[src/rtl/sar_pkg.sv]
package sar_pkg;
  typedef enum logic [1:0] {
    ST_IDLE   = 2'd0,
    ST_SAMPLE = 2'd1,
    ST_START  = 2'd2,
    ST_STEP   = 2'd3
  } sar_state_e;
endpackage

[src/rtl/sar_wr_edge.sv]
module sar_wr_edge (
  input  logic clk,
  input  logic rst,
  input  logic wr_n,
  input  logic cs_n,
  output logic wr_done
);
  logic wr_act;
  logic wr_act_q;

  assign wr_act = !wr_n && !cs_n;

  always_ff @(posedge clk) begin
    if (rst) wr_act_q <= 1'b0;
    else     wr_act_q <= wr_act;
  end

  // trailing edge of a selected write
  assign wr_done = wr_act_q && !wr_act;
endmodule

[src/rtl/sar_step_div.sv]
module sar_step_div #(
  parameter int DIV = 25
) (
  input  logic clk,
  input  logic rst,
  input  logic clr,
  output logic tick
);
  localparam int CW = (DIV > 1) ? $clog2(DIV) : 1;

  logic [CW-1:0] cnt;

  assign tick = (cnt == CW'(DIV - 1));

  always_ff @(posedge clk) begin
    if (rst || clr)  cnt <= '0;
    else if (tick)   cnt <= '0;
    else             cnt <= cnt + CW'(1);
  end

  AST_TICK_SPACED: assert property (@(posedge clk) disable iff (rst)
    (DIV > 1 && tick) |=> !tick);
endmodule

[src/rtl/sar_engine.sv]
module sar_engine
  import sar_pkg::*;
#(
  parameter int WIDTH     = 12,
  parameter int SH_CYCLES = 150
) (
  input  logic             clk,
  input  logic             rst,
  input  logic             trig,
  input  logic             tick,
  input  logic             cmp_n,
  output logic             div_clr,
  output logic [WIDTH-1:0] trial_code,
  output logic [WIDTH-1:0] result,
  output logic             busy,
  output logic             sh_pulse,
  output logic             start_n,
  output logic             eoc_n
);
  localparam int IW  = (WIDTH > 1) ? $clog2(WIDTH) : 1;
  localparam int SHW = $clog2(SH_CYCLES + 1);

  sar_state_e       state;
  logic [SHW-1:0]   sh_cnt;
  logic [IW-1:0]    bit_idx;
  logic [WIDTH-1:0] code_q;
  logic [WIDTH-1:0] result_q;
  logic             busy_q;
  logic             eoc_n_q;

  // record the decision for bit idx, then raise the next lower bit for trial
  function automatic logic [WIDTH-1:0] apply_decision(
    input logic [WIDTH-1:0] code, input logic [IW-1:0] idx, input logic keep);
    logic [WIDTH-1:0] nxt;
    nxt = code;
    nxt[idx] = keep;
    if (idx != '0) nxt[idx - IW'(1)] = 1'b1;
    return nxt;
  endfunction

  function automatic logic [WIDTH-1:0] low_mask(input logic [IW-1:0] idx);
    return (WIDTH'(1) << idx) - WIDTH'(1);
  endfunction

  // named internal events
  logic             sh_last;
  logic             last_step;
  logic             step_decide;
  logic [WIDTH-1:0] decided;

  assign sh_last     = (sh_cnt == SHW'(SH_CYCLES - 1));
  assign last_step   = (bit_idx == '0);
  assign step_decide = (state == ST_STEP) && tick;
  assign decided     = apply_decision(code_q, bit_idx, !cmp_n);

  always_ff @(posedge clk) begin
    if (rst) begin
      state    <= ST_IDLE;
      sh_cnt   <= '0;
      bit_idx  <= '0;
      code_q   <= '0;
      result_q <= '0;
      busy_q   <= 1'b0;
      eoc_n_q  <= 1'b1;
    end else begin
      unique case (state)
        ST_IDLE: if (trig) begin
          state   <= ST_SAMPLE;
          sh_cnt  <= '0;
          busy_q  <= 1'b1;
          eoc_n_q <= 1'b1;
        end
        ST_SAMPLE: begin
          if (sh_last) state <= ST_START;
          else         sh_cnt <= sh_cnt + SHW'(1);
        end
        ST_START: begin
          state   <= ST_STEP;
          bit_idx <= IW'(WIDTH - 1);
          code_q  <= WIDTH'(1) << (WIDTH - 1);
        end
        ST_STEP: if (step_decide) begin
          if (last_step) begin
            result_q <= decided;
            code_q   <= '0;
            busy_q   <= 1'b0;
            eoc_n_q  <= 1'b0;
            state    <= ST_IDLE;
          end else begin
            code_q  <= decided;
            bit_idx <= bit_idx - IW'(1);
          end
        end
        default: state <= ST_IDLE;
      endcase
    end
  end

  assign div_clr    = (state != ST_STEP);
  assign trial_code = code_q;
  assign result     = result_q;
  assign busy       = busy_q;
  assign sh_pulse   = (state == ST_SAMPLE);
  assign start_n    = (state != ST_START);
  assign eoc_n      = eoc_n_q;

  AST_BUSY_EOC_EXCL: assert property (@(posedge clk) disable iff (rst)
    busy_q |-> eoc_n_q);
  AST_SH_FROM_IDLE: assert property (@(posedge clk) disable iff (rst)
    $rose(sh_pulse) |-> !$past(busy_q));
  AST_TRIG_STARTS: assert property (@(posedge clk) disable iff (rst)
    (trig && !busy_q) |=> (busy_q && sh_pulse && eoc_n_q));
  AST_START_AFTER_SH: assert property (@(posedge clk) disable iff (rst)
    $fell(sh_pulse) |-> !start_n);
  AST_START_SINGLE: assert property (@(posedge clk) disable iff (rst)
    !start_n |=> start_n);
  AST_LOWER_CLEAR: assert property (@(posedge clk) disable iff (rst)
    (state == ST_STEP) |-> (code_q[bit_idx] && ((code_q & low_mask(bit_idx)) == '0)));
  AST_EOC_ENDS_BUSY: assert property (@(posedge clk) disable iff (rst)
    $fell(eoc_n_q) |-> ($past(busy_q) && !busy_q));
endmodule

[src/rtl/sar_conv_seq.sv]
module sar_conv_seq #(
  parameter int WIDTH     = 12,
  parameter int DIV       = 25,
  parameter int SH_CYCLES = 150
) (
  input  logic             clk,
  input  logic             rst,
  input  logic             wr_n,
  input  logic             cs_n,
  input  logic             cmp_n,
  output logic [WIDTH-1:0] trial_code,
  output logic [WIDTH-1:0] result,
  output logic             busy,
  output logic             sh_pulse,
  output logic             start_n,
  output logic             eoc_n
);
  logic trig;
  logic tick;
  logic div_clr;

  sar_wr_edge u_edge (
    .clk     (clk),
    .rst     (rst),
    .wr_n    (wr_n),
    .cs_n    (cs_n),
    .wr_done (trig)
  );

  sar_step_div #(.DIV(DIV)) u_div (
    .clk  (clk),
    .rst  (rst),
    .clr  (div_clr),
    .tick (tick)
  );

  sar_engine #(.WIDTH(WIDTH), .SH_CYCLES(SH_CYCLES)) u_eng (
    .clk        (clk),
    .rst        (rst),
    .trig       (trig),
    .tick       (tick),
    .cmp_n      (cmp_n),
    .div_clr    (div_clr),
    .trial_code (trial_code),
    .result     (result),
    .busy       (busy),
    .sh_pulse   (sh_pulse),
    .start_n    (start_n),
    .eoc_n      (eoc_n)
  );
endmodule

[config.mk]
export PLATFORM = sky130hd
export DESIGN_NAME = sar_conv_seq
export DESIGN_NICKNAME = d
export VERILOG_FILES = /design/src/rtl/sar_pkg.sv /design/src/rtl/sar_wr_edge.sv /design/src/rtl/sar_step_div.sv /design/src/rtl/sar_engine.sv /design/src/rtl/sar_conv_seq.sv
export SDC_FILE = /design/constraint.sdc
export NUM_CORES = 1
export LEC_CHECK = 0
export ABC_CLOCK_PERIOD_IN_PS = 2350
export BUFFER_PORTS_ARGS = -buffer_cell sky130_fd_sc_hd__buf_4
export CORE_ASPECT_RATIO = 0.7
export CORE_MARGIN = 4
export CORE_UTILIZATION = 50
export DETAILED_ROUTE_END_ITERATION = 6
export GPL_TIMING_DRIVEN = 1
export HOLD_SLACK_MARGIN = 0.1
export PLACE_DENSITY = 0.71
export SYNTH_ARGS = -nofsm -noshare
export SYNTH_HDL_FRONTEND = slang
export SYNTH_SLANG_ARGS = --single-unit
[constraint.sdc]
create_clock -name clk -period 2.35 [get_ports clk]
set_input_delay 0.47 -clock clk [delete_from_list [all_inputs] [get_ports clk]]
set_output_delay 0.47 -clock clk [all_outputs]
set_load 0.03 [all_outputs]
### Word-level counts from Yosys, hierarchy flattened

Cells that the tools add are included.

* add/sub/neg operators: 3
* order comparisons: 4
* bitwise operators: 1
* eq/ne operators: 13
* mux-type cells: 24
* reductions and logical operators: 23

Operators with widths (number)
* $mux W12: 3
* $pmux W12 S2: 1
* $mux W8: 2
* $pmux W8 S2: 1
* $bwmux W12: 1
* $or A12 B12 Y12: 1
* $lt A4 B5 Y1 const B: 2
* $ne A2 B2 Y1 const B: 5
* $reduce_and A3 Y1: 3
* $add A8 B1 Y8 const B: 1
* $demux W1 S4: 2
* $eq A8 B8 Y1 const B: 1
* $ge A4 B1 Y1 const B: 2
* $mux W2: 4
* $mux W4: 2
* $pmux W2 S4: 1
* $pmux W4 S2: 1
* $reduce_and A4 Y1: 2
* $ne A2 B1 Y1 const B: 3
* $reduce_bool A2 Y1: 3
* $add A5 B1 Y5 const B: 1
* $eq A5 B5 Y1 const B: 1
* $logic_and A1 B1 Y1: 5
* $mux W1: 5
* 11 further kinds: 15

* register bits: 46
* bits of input ports: 5
* output and inout bits: 28
* logic and storage cells: 77

### Longest topological paths before layout

Gate-level depths: netlist of run 1.

* depth after elaboration: 10
* depth in mapped cells: 9

### Cells and area by module

From an unflattened synthesis of run 1, not the netlist that was laid out.

* cells, all modules: 298
* area total of the unflattened synthesis: 2529.9 um^2

By module, submodules not included
* sar_engine: instances 1, sequential area each 800.8 um^2, area each 2279.7 um^2, cells an instance 273
* sar_step_div: instances 1, sequential area each 100.1 um^2, area each 212.7 um^2, cells an instance 22
* sar_wr_edge: instances 1, sequential area each 20.0 um^2, area each 37.5 um^2, cells an instance 3

### Worst setup path after synthesis of run 1

Ideal clock, no wire load.

* path kind: reg-to-reg
* from: register u_eng.bit_idx[0]
* to: register u_eng.code_q[3], in the netlist u_eng.trial_code[3]
* required time: 2222 ps
* buffers on the path: 2
* period minus slack after synthesis: 1869 ps
* setup slack: 481 ps
* cell stages (with the launch flop): 9
* arrival: 1741 ps
* path through: dfxtp_1 > inv_1 > ha_1 > or3b_4 > and3_4 > buf_6 > buf_6 > a22oi_1 > nor2_1

* cells in the longest elaborated chain, start to end: 10

Ends and longest elaborated chain
* from (decl): line sar_engine.sv:25 `logic [IW-1:0] bit_idx;`
* from (signal assigned): line sar_engine.sv:79 `bit_idx <= IW'(WIDTH - 1);`
* from (signal assigned): line sar_engine.sv:91 `bit_idx <= bit_idx - IW'(1);`
* $sub A4 B1 Y4, or another cell as far along: line sar_engine.sv:37 `if (idx != '0) nxt[idx - IW'(1)] = 1'b1;`
* $lt A4 B5 Y1 (implied by the code), or another cell as far along: line sar_engine.sv:37
* $logic_and A1 B1 Y1 (implied by the code) or $mux W1 (tied branches): line sar_engine.sv:37, sar_engine.sv:36
* $mux W1 (implied by the code) or $demux W1 S4 (tied branches)
* $demux W1 S4 or $bwmux W12 (tied branches)
* $or A12 B12 Y12 (no source line)
* $mux W12: line sar_engine.sv:37
* $mux W12 (*): line sar_engine.sv:83 `if (last_step) begin`
* $mux W12 (*): line sar_engine.sv:82 `ST_STEP: if (step_decide) begin`
* $pmux W12 S2 (*): line sar_engine.sv:66 `unique case (state)`
* to (signal assigned): line sar_engine.sv:80 `code_q <= WIDTH'(1) << (WIDTH - 1);`
* to (signal assigned): line sar_engine.sv:90 `code_q <= decided;`
* to (decl): line sar_engine.sv:26 `logic [WIDTH-1:0] code_q;`

Mark *: on every way between the ends. The rest lies on a longest branch, timed or not. The select of a mux whose other input is x is not followed.
A chain may end at the register's enable or synchronous reset.

### Worst setup path after layout of run 1

* from: register u_eng.bit_idx[0]
* to: register u_eng.state[0]

* cells in the longest elaborated chain, start to end: 3

Ends and longest elaborated chain
* $logic_not A4 Y1: line sar_engine.sv:52 `assign last_step = (bit_idx == '0);`
* $ne A2 B1 Y1 (no source line)
* $reduce_and A4 Y1 (no source line)
* to (signal assigned): line sar_engine.sv:58 `state <= ST_IDLE;`
* to (signal assigned): line sar_engine.sv:68 `state <= ST_SAMPLE;`
* to (signal assigned): line sar_engine.sv:74 `if (sh_last) state <= ST_START;`
* to (decl): line sar_engine.sv:23 `sar_state_e state;`

Every way passes these cells.

==> metrics.yaml, run 1 <==
final_area_um2: 2870
p_int_uw: 1340
clockBufferDepth: 2
fillers: 453
combPwrFrac_pct: 32.7
hold_class: "input port to flop"
path_delay_family: "compound AO/OA/AOI/OAI gates"
swShare_pct: 36.5
grt_pass1_vias: 2032
synth_cells: 300
worstPathArrival_ps: 2300
synth_top_family_by_area: "simple AND/OR/NAND/NOR gates"
fin_crit_sh_pct: 89.2
multi_input_area_um2: 1420
synthFlopType: "dfxtp_1"
yosys.area_share.xor_xnor_pct: 3.19
place_congestion: 0.928
cp-end-kind: "flop"
skew_ps: 9.01
required_ps: 2550
slowest_delay_ps: 450
synth_mux_area_share_pct: 1.62
maxCapViolCount: 0
cts_sinks: 46
r2r_slack_ps: 250
die_y_um: 66.8
die_x_um: 92.0
syn_avg_cell_area_um2: 8.24
clk_latency_ps: 310
pin_count: 33
clockRootBuffer: "clkbuf_8"
relSlewSlack_pct: 64.2
htreeDepth: 2
nets: 353
cp_cell_sequence: "inv_1 > ha_1 > or3b_4 > o21ai_1 > o211ai_1 > a211oi_1"
p_leak_uw: 0.00114
ys_async_sr_fraction_pct: 0
dp_cells: 393
min_period_ps: 2100
p_total_uw: 2110
grt.overflow.total: 0
crit_type: "flop to flop"
synth_commonest_cells: "46 x dfxtp_1, 40 x nor2_1, 29 x a21oi_1"
status: "finished clean"
wirelength_mm: 5.89
ir_worst_vdd_v: 0.000437
crit_slowest_cell: "or3b_4"
via_per_inst: 5.57
ant_nets: 0
syn_nets: 322
yosysWarningCount: 0
seq_area_frac_synth_pct: 37.3
start_util_pct: 51.7
detail_route.wl_per_cell_um: 14.7
drt-initial-drc-count: 231
hold_ws_ps: 313
p_clk_share_pct: 26.0
seq_power_share_pct: 41.3
synthAdderAreaFrac_pct: 8.61
tns_ps: 0
placed_cell_area_um2: 2770
drc: 0
insertedDiodeCount: 0
synth_compound_area_share_pct: 20.6
dieArea_um2: 6150
yosysUniqueCellTypes: 53
setup_viol: 0
grt_max_degree: 37
post_cts_buffers: 0
post_cts_resized: 0
drt_pre_antenna_iters: 4
synth.top_cell.area_share_pct: 37.3
grt_usage_pct: 20.9
synth-simple-area-share_pct: 23.3
core_region_area_um2: 4780
synth-edff-count: 0
max_freq_ghz: 0.477
synthTopCellsByArea: "dfxtp_1 37%, ha_1 8.6%, nor2_1 6.1%"
powerDensity_nw_per_um2: 735
yosysMostFrequentCell: "dfxtp_1"
slew_viol_final: 0
stdcell_count: 401
syn_area_um2: 2470
cp_max_fo: 9
p_sw_uw: 772
syn2layout_area_growth_pct: 16.3
cp-start-kind: "flop"
postCtsHoldBufs: 0
cts_buffers: 5
worst_slew_pin_slew_ps: 537
cp_num_buf_inv: 1
seqCellArea_um2: 921
yosys.area.top_type: "dfxtp_1"
rsz0062_at_grt: "no"
hold_viol: 0
via_count: 2233
grt_pass1_wl_mm: 10.1
cts.clk_slew.worst_paths_ps: 90
placementRows: 21
ys_ff_latch: 46
tritoncts: "done"
hpwlAfterDp_mm: 4.30
portBuffers: 32
drive_gt1_share_pct: 17.5
antenna_found_initial: 0
## registers in the layout (all words and copies together) (netlist names), 2 cells and up
register and cells:
u_div.cnt 5, u_eng.bit_idx 4, u_eng.result 12, u_eng.sh_cnt 8, u_eng.state 2, u_eng.trial_code 12
## per-layer routing
metal / routed length, um / up-vias / share of wire, % / track usage [%]
li1: - / 1120 / - / -
met1: 3000 / 1008 / 51 / 30.5
met2: 2270 / 97 / 38 / 29.5
met3: 543 / 8 / 9.2 / 5.64
met4: 79 / 0 / 1.3 / 6.85
met5: 0 / - / 0 / 0
## path summary, 6_finish.rpt
check,startpoint,end,cells after the start
worst max register to register,u_eng.bit_idx[0]$_SDFFE_PP0P_,u_eng.state[0]$_SDFFE_PP0P_,6
worst max-delay path,u_eng.bit_idx[0]$_SDFFE_PP0P_,u_eng.state[0]$_SDFFE_PP0P_,6
worst min-delay path,cs_n,u_edge.wr_act_q$_SDFF_PP0_,2
worst min register to register,u_eng.result[5]$_SDFFE_PP0P_,u_eng.result[5]$_SDFFE_PP0P_,2
## logic make-up after synthesis
group                      after synthesis
and+or+nand+nor                        118
AOI/OAI and AO/OA                       75
DFF                                     46
buffers and inverters                   31
adders and majority gates               17
xor gates and xnor gates                 9
muxes                                    4
## per-stage QoR
| stage | worst slack [ps] | util (%) |
|---|---|---|
| after floorplan | 481 | - |
| after CTS | 266 | 60.1 |
| after detailed placement | 297 | 57.9 |
| after global routing | 109 | 60.1 |
| final | 254 | 60.1 |
| after global placement | 409 | 57.9 |
## placed cells by master (no fill, tap or decap), types with 2 or more instances in the layout
master    count
a211oi_1      2
a21o_1        4
a21oi_1      29
a22oi_1       2
a311oi_1      4
a31oi_1       5
and3_1        2
and4_1        2
buf_4        37
clkbuf_8      7
dfxtp_1      46
ha_1         17
inv_1        18
mux2i_1       4
nand2_1      27
nand2b_1      2
nand3_1      12
nand3b_1      4
nand4_1       5
nor2_1       40
nor2_2        2
nor2b_1       4
nor3_1        8
o211ai_1      4
o21ai_0       4
o21ai_1       3
o32ai_1       5
or2_2         2
xor2_1        8
## area by class of cell
type                       count  area share (%)
clock buffer                   7            3.35
clock inverter                 1           0.305
inverter                      18            2.35
multi-input combinational    223            49.3
sequential                    46            32.0
tap                           69            3.00
timing repair buffer          37            9.66
## power by group through the flow
stage | registers [uW] | clock network [uW] | logic (uW)
floorplan | 895 | 0 | 498
global placement | 889 | 0 | 663
detailed placement | 891 | 0 | 679
CTS | 873 | 561 | 681
global route | 883 | 598 | 763
finish | 873 | 548 | 690
(Power assumes the default switching activity.)
==> run 2, diff against run 1 <==
Settings changed: ABC_AREA from default to 1, PLACE_DENSITY 0.71 to 0.7.
==> metrics.yaml, run 2 <==
start_util_pct: 53.1  # +1.4 points
min_period_ps: 1880  # -214 ps
tritoncts: "done"
via_per_inst: 5.16  # -7.4%
syn_area_um2: 2610  # +5.5%
grt_max_degree: 33  # -11%
ys_ff_latch: 46  # unchanged
maxCapViolCount: 0  # unchanged
fin_crit_sh_pct: 80.1  # -9.1 points
ir_worst_vdd_v: 0.000454  # +3.8%
synth_cells: 384  # +28%
combPwrFrac_pct: 40.1  # +7.4 points
synthTopCellsByArea: "dfxtp_1 35%, nand2_1 17%, ha_1 8.2%"
syn_nets: 406  # +26%
synth_commonest_cells: "121 x nand2_1, 46 x dfxtp_1, 39 x inv_1"
powerDensity_nw_per_um2: 839  # +14%
drt_pre_antenna_iters: 5  # +1
worst_slew_pin_slew_ps: 619  # +82.7 ps
core_region_area_um2: 4910  # +2.7%
rsz0062_at_grt: "no"
post_cts_resized: 0  # unchanged
cp_max_fo: 9  # unchanged
die_x_um: 94.3  # +2.5%
crit_type: "flop to flop"
place_congestion: 0.869  # -6.4%
syn_avg_cell_area_um2: 6.79  # -18%
yosysWarningCount: 0  # unchanged
nets: 437  # +24%
via_count: 2502  # +12%
portBuffers: 32  # unchanged
cp-end-kind: "flop"
mostFrequentLayoutCells: "121 x nand2_1, 46 x dfxtp_1, 39 x inv_1, 34 x nor2_1, 34 x buf_4"
swShare_pct: 42.0  # +5.4 points
synthFlopType: "dfxtp_1"
synth-edff-count: 0  # unchanged
grt_pass1_wl_mm: 10.7  # +5.4%
p_int_uw: 1450  # +8.5%
insertedDiodeCount: 0  # unchanged
setup_viol: 0  # unchanged
max_freq_ghz: 0.531  # +11%
syn2layout_area_growth_pct: 14.5
final_common_cell: "nand2_1"
cp-start-kind: "flop"
clockBufferDepth: 2  # unchanged
cts_buffers: 5  # unchanged
seq_power_share_pct: 36.5  # -4.8 points
hold_viol: 0  # unchanged
fillers: 477  # +5.3%
yosysMostFrequentCell: "nand2_1"
detail_route.wl_per_cell_um: 12.8  # -13%
ys_async_sr_fraction_pct: 0  # unchanged
clockRootBuffer: "clkbuf_8"
seq_area_frac_synth_pct: 35.3  # -1.9 points
post_cts_buffers: 0  # unchanged
status: "finished clean"
placementRows: 21  # unchanged
skew_ps: 11.3  # +2.31 ps
p_leak_uw: 0.00134  # +18%
antenna_found_initial: 0  # unchanged
cts.clk_slew.worst_paths_ps: 90  # about the same
ant_nets: 0  # unchanged
hold_class: "input port to flop"
drt-initial-drc-count: 223  # -3.5%
cts_sinks: 46  # unchanged
hold_ws_ps: 327  # +13.4 ps
relSlewSlack_pct: 58.7  # -5.5 points
worstPathArrival_ps: 2120  # -180 ps
wirelength_mm: 6.23  # +5.8%
clk_latency_ps: 300  # about the same
tns_ps: 0  # unchanged
dieArea_um2: 6450  # +5.0%
synth.top_cell.area_share_pct: 35.3  # -1.9 points
p_clk_share_pct: 23.4  # -2.6 points
setup_ws_ps: 468  # +214 ps
postCtsHoldBufs: 0  # unchanged
grt_pass1_vias: 2254  # +11%
yosys.area.top_type: "dfxtp_1"
pin_count: 33  # unchanged
die_y_um: 68.4  # +2.4%
p_sw_uw: 1050  # +36%
grt.overflow.total: 0  # unchanged
required_ps: 2590  # +40 ps
slew_viol_final: 0  # unchanged
grt_usage_pct: 21.2  # +0.32 points
place_ws_ps: 497  # +200 ps
hpwlAfterDp_mm: 4.53  # +5.2%
drc: 0  # unchanged
drive_gt1_share_pct: 13.7  # -3.8 points
yosysUniqueCellTypes: 33  # -38%
htreeDepth: 2  # unchanged
## run 2: critical path, stage by stage, from the launching register on
cell      delay [ps]
dfxtp_1          410
inv_1            170
ha_1             340
a21boi_0         450
nand3_1          140
nand2_1          130
nand2_1           70
a21oi_1          120
## run 2: cell families (layout without fill, tap and decap cells)
family                     after synthesis  in the layout  synth area share (%)
and+or+nand+nor                        205            205                  34.1
adders and majority gates               17             17                  8.16
AOI/OAI and AO/OA                       59             59                  12.2
xor gates and xnor gates                 3              3                  1.30
DFF                                     46             46                  35.3
buffers and inverters                   54             86                  8.97
## run 2: per-layer routing
metal | part of all wire, % | global-route usage [%] | up-vias
met2 | 40 | 31.4 | 101
met3 | 9.2 | 4.95 | 10
met4 | 1.2 | 6.31 | 0
met1 | 50 | 30.5 | 1115
li1 | - | - | 1276
met5 | 0 | 0 | -
## run 2: final cells by class
cell class	count	area, um2	area share (%)
Multi-Input combinational cell	284	1450	48.6
Sequential cell	46	921	30.8
Timing Repair Buffer	34	255	8.55
Inverter	44	165	5.53
Tap cell	69	86.3	2.89
Clock buffer	7	76.3	2.56
Clock inverter	1	30.0	1.01
## run 2: worst paths after layout
kind | end | slack (ps) | cells after the start | startpoint
worst max-delay path | u_eng.trial_code[6]$_SDFFE_PP0P_ | 470 | 7 | u_eng.bit_idx[0]$_SDFFE_PP0P_
worst min-delay path | u_edge.wr_act_q$_SDFF_PP0_ | 330 | 2 | wr_n
worst max register to register | u_eng.trial_code[6]$_SDFFE_PP0P_ | 470 | 7 | u_eng.bit_idx[0]$_SDFFE_PP0P_
worst min register to register | u_div.cnt[0]$_SDFF_PP0_ | 470 | 1 | u_div.cnt[0]$_SDFF_PP0_
## run 2: per-stage QoR
step	instance area [um2]	std cells	power, uW	utilization (%)
2_1_floorplan	2610	384	1680	-
3_3_place_gp	2880	477	1890	58.6
3_5_place_dp	2880	477	1910	58.6
4_1_cts	2990	485	2500	60.8
5_1_grt	2990	485	2700	60.8
6_report	2990	485	2510	60.8
## run 2: power groups by stage
stage	clock network (uW)	logic [uW]	registers, uW
finish	587	1000	915
CTS	599	983	914
global placement	0	961	927
global route	630	1140	929
detailed placement	0	976	933
floorplan	0	742	939
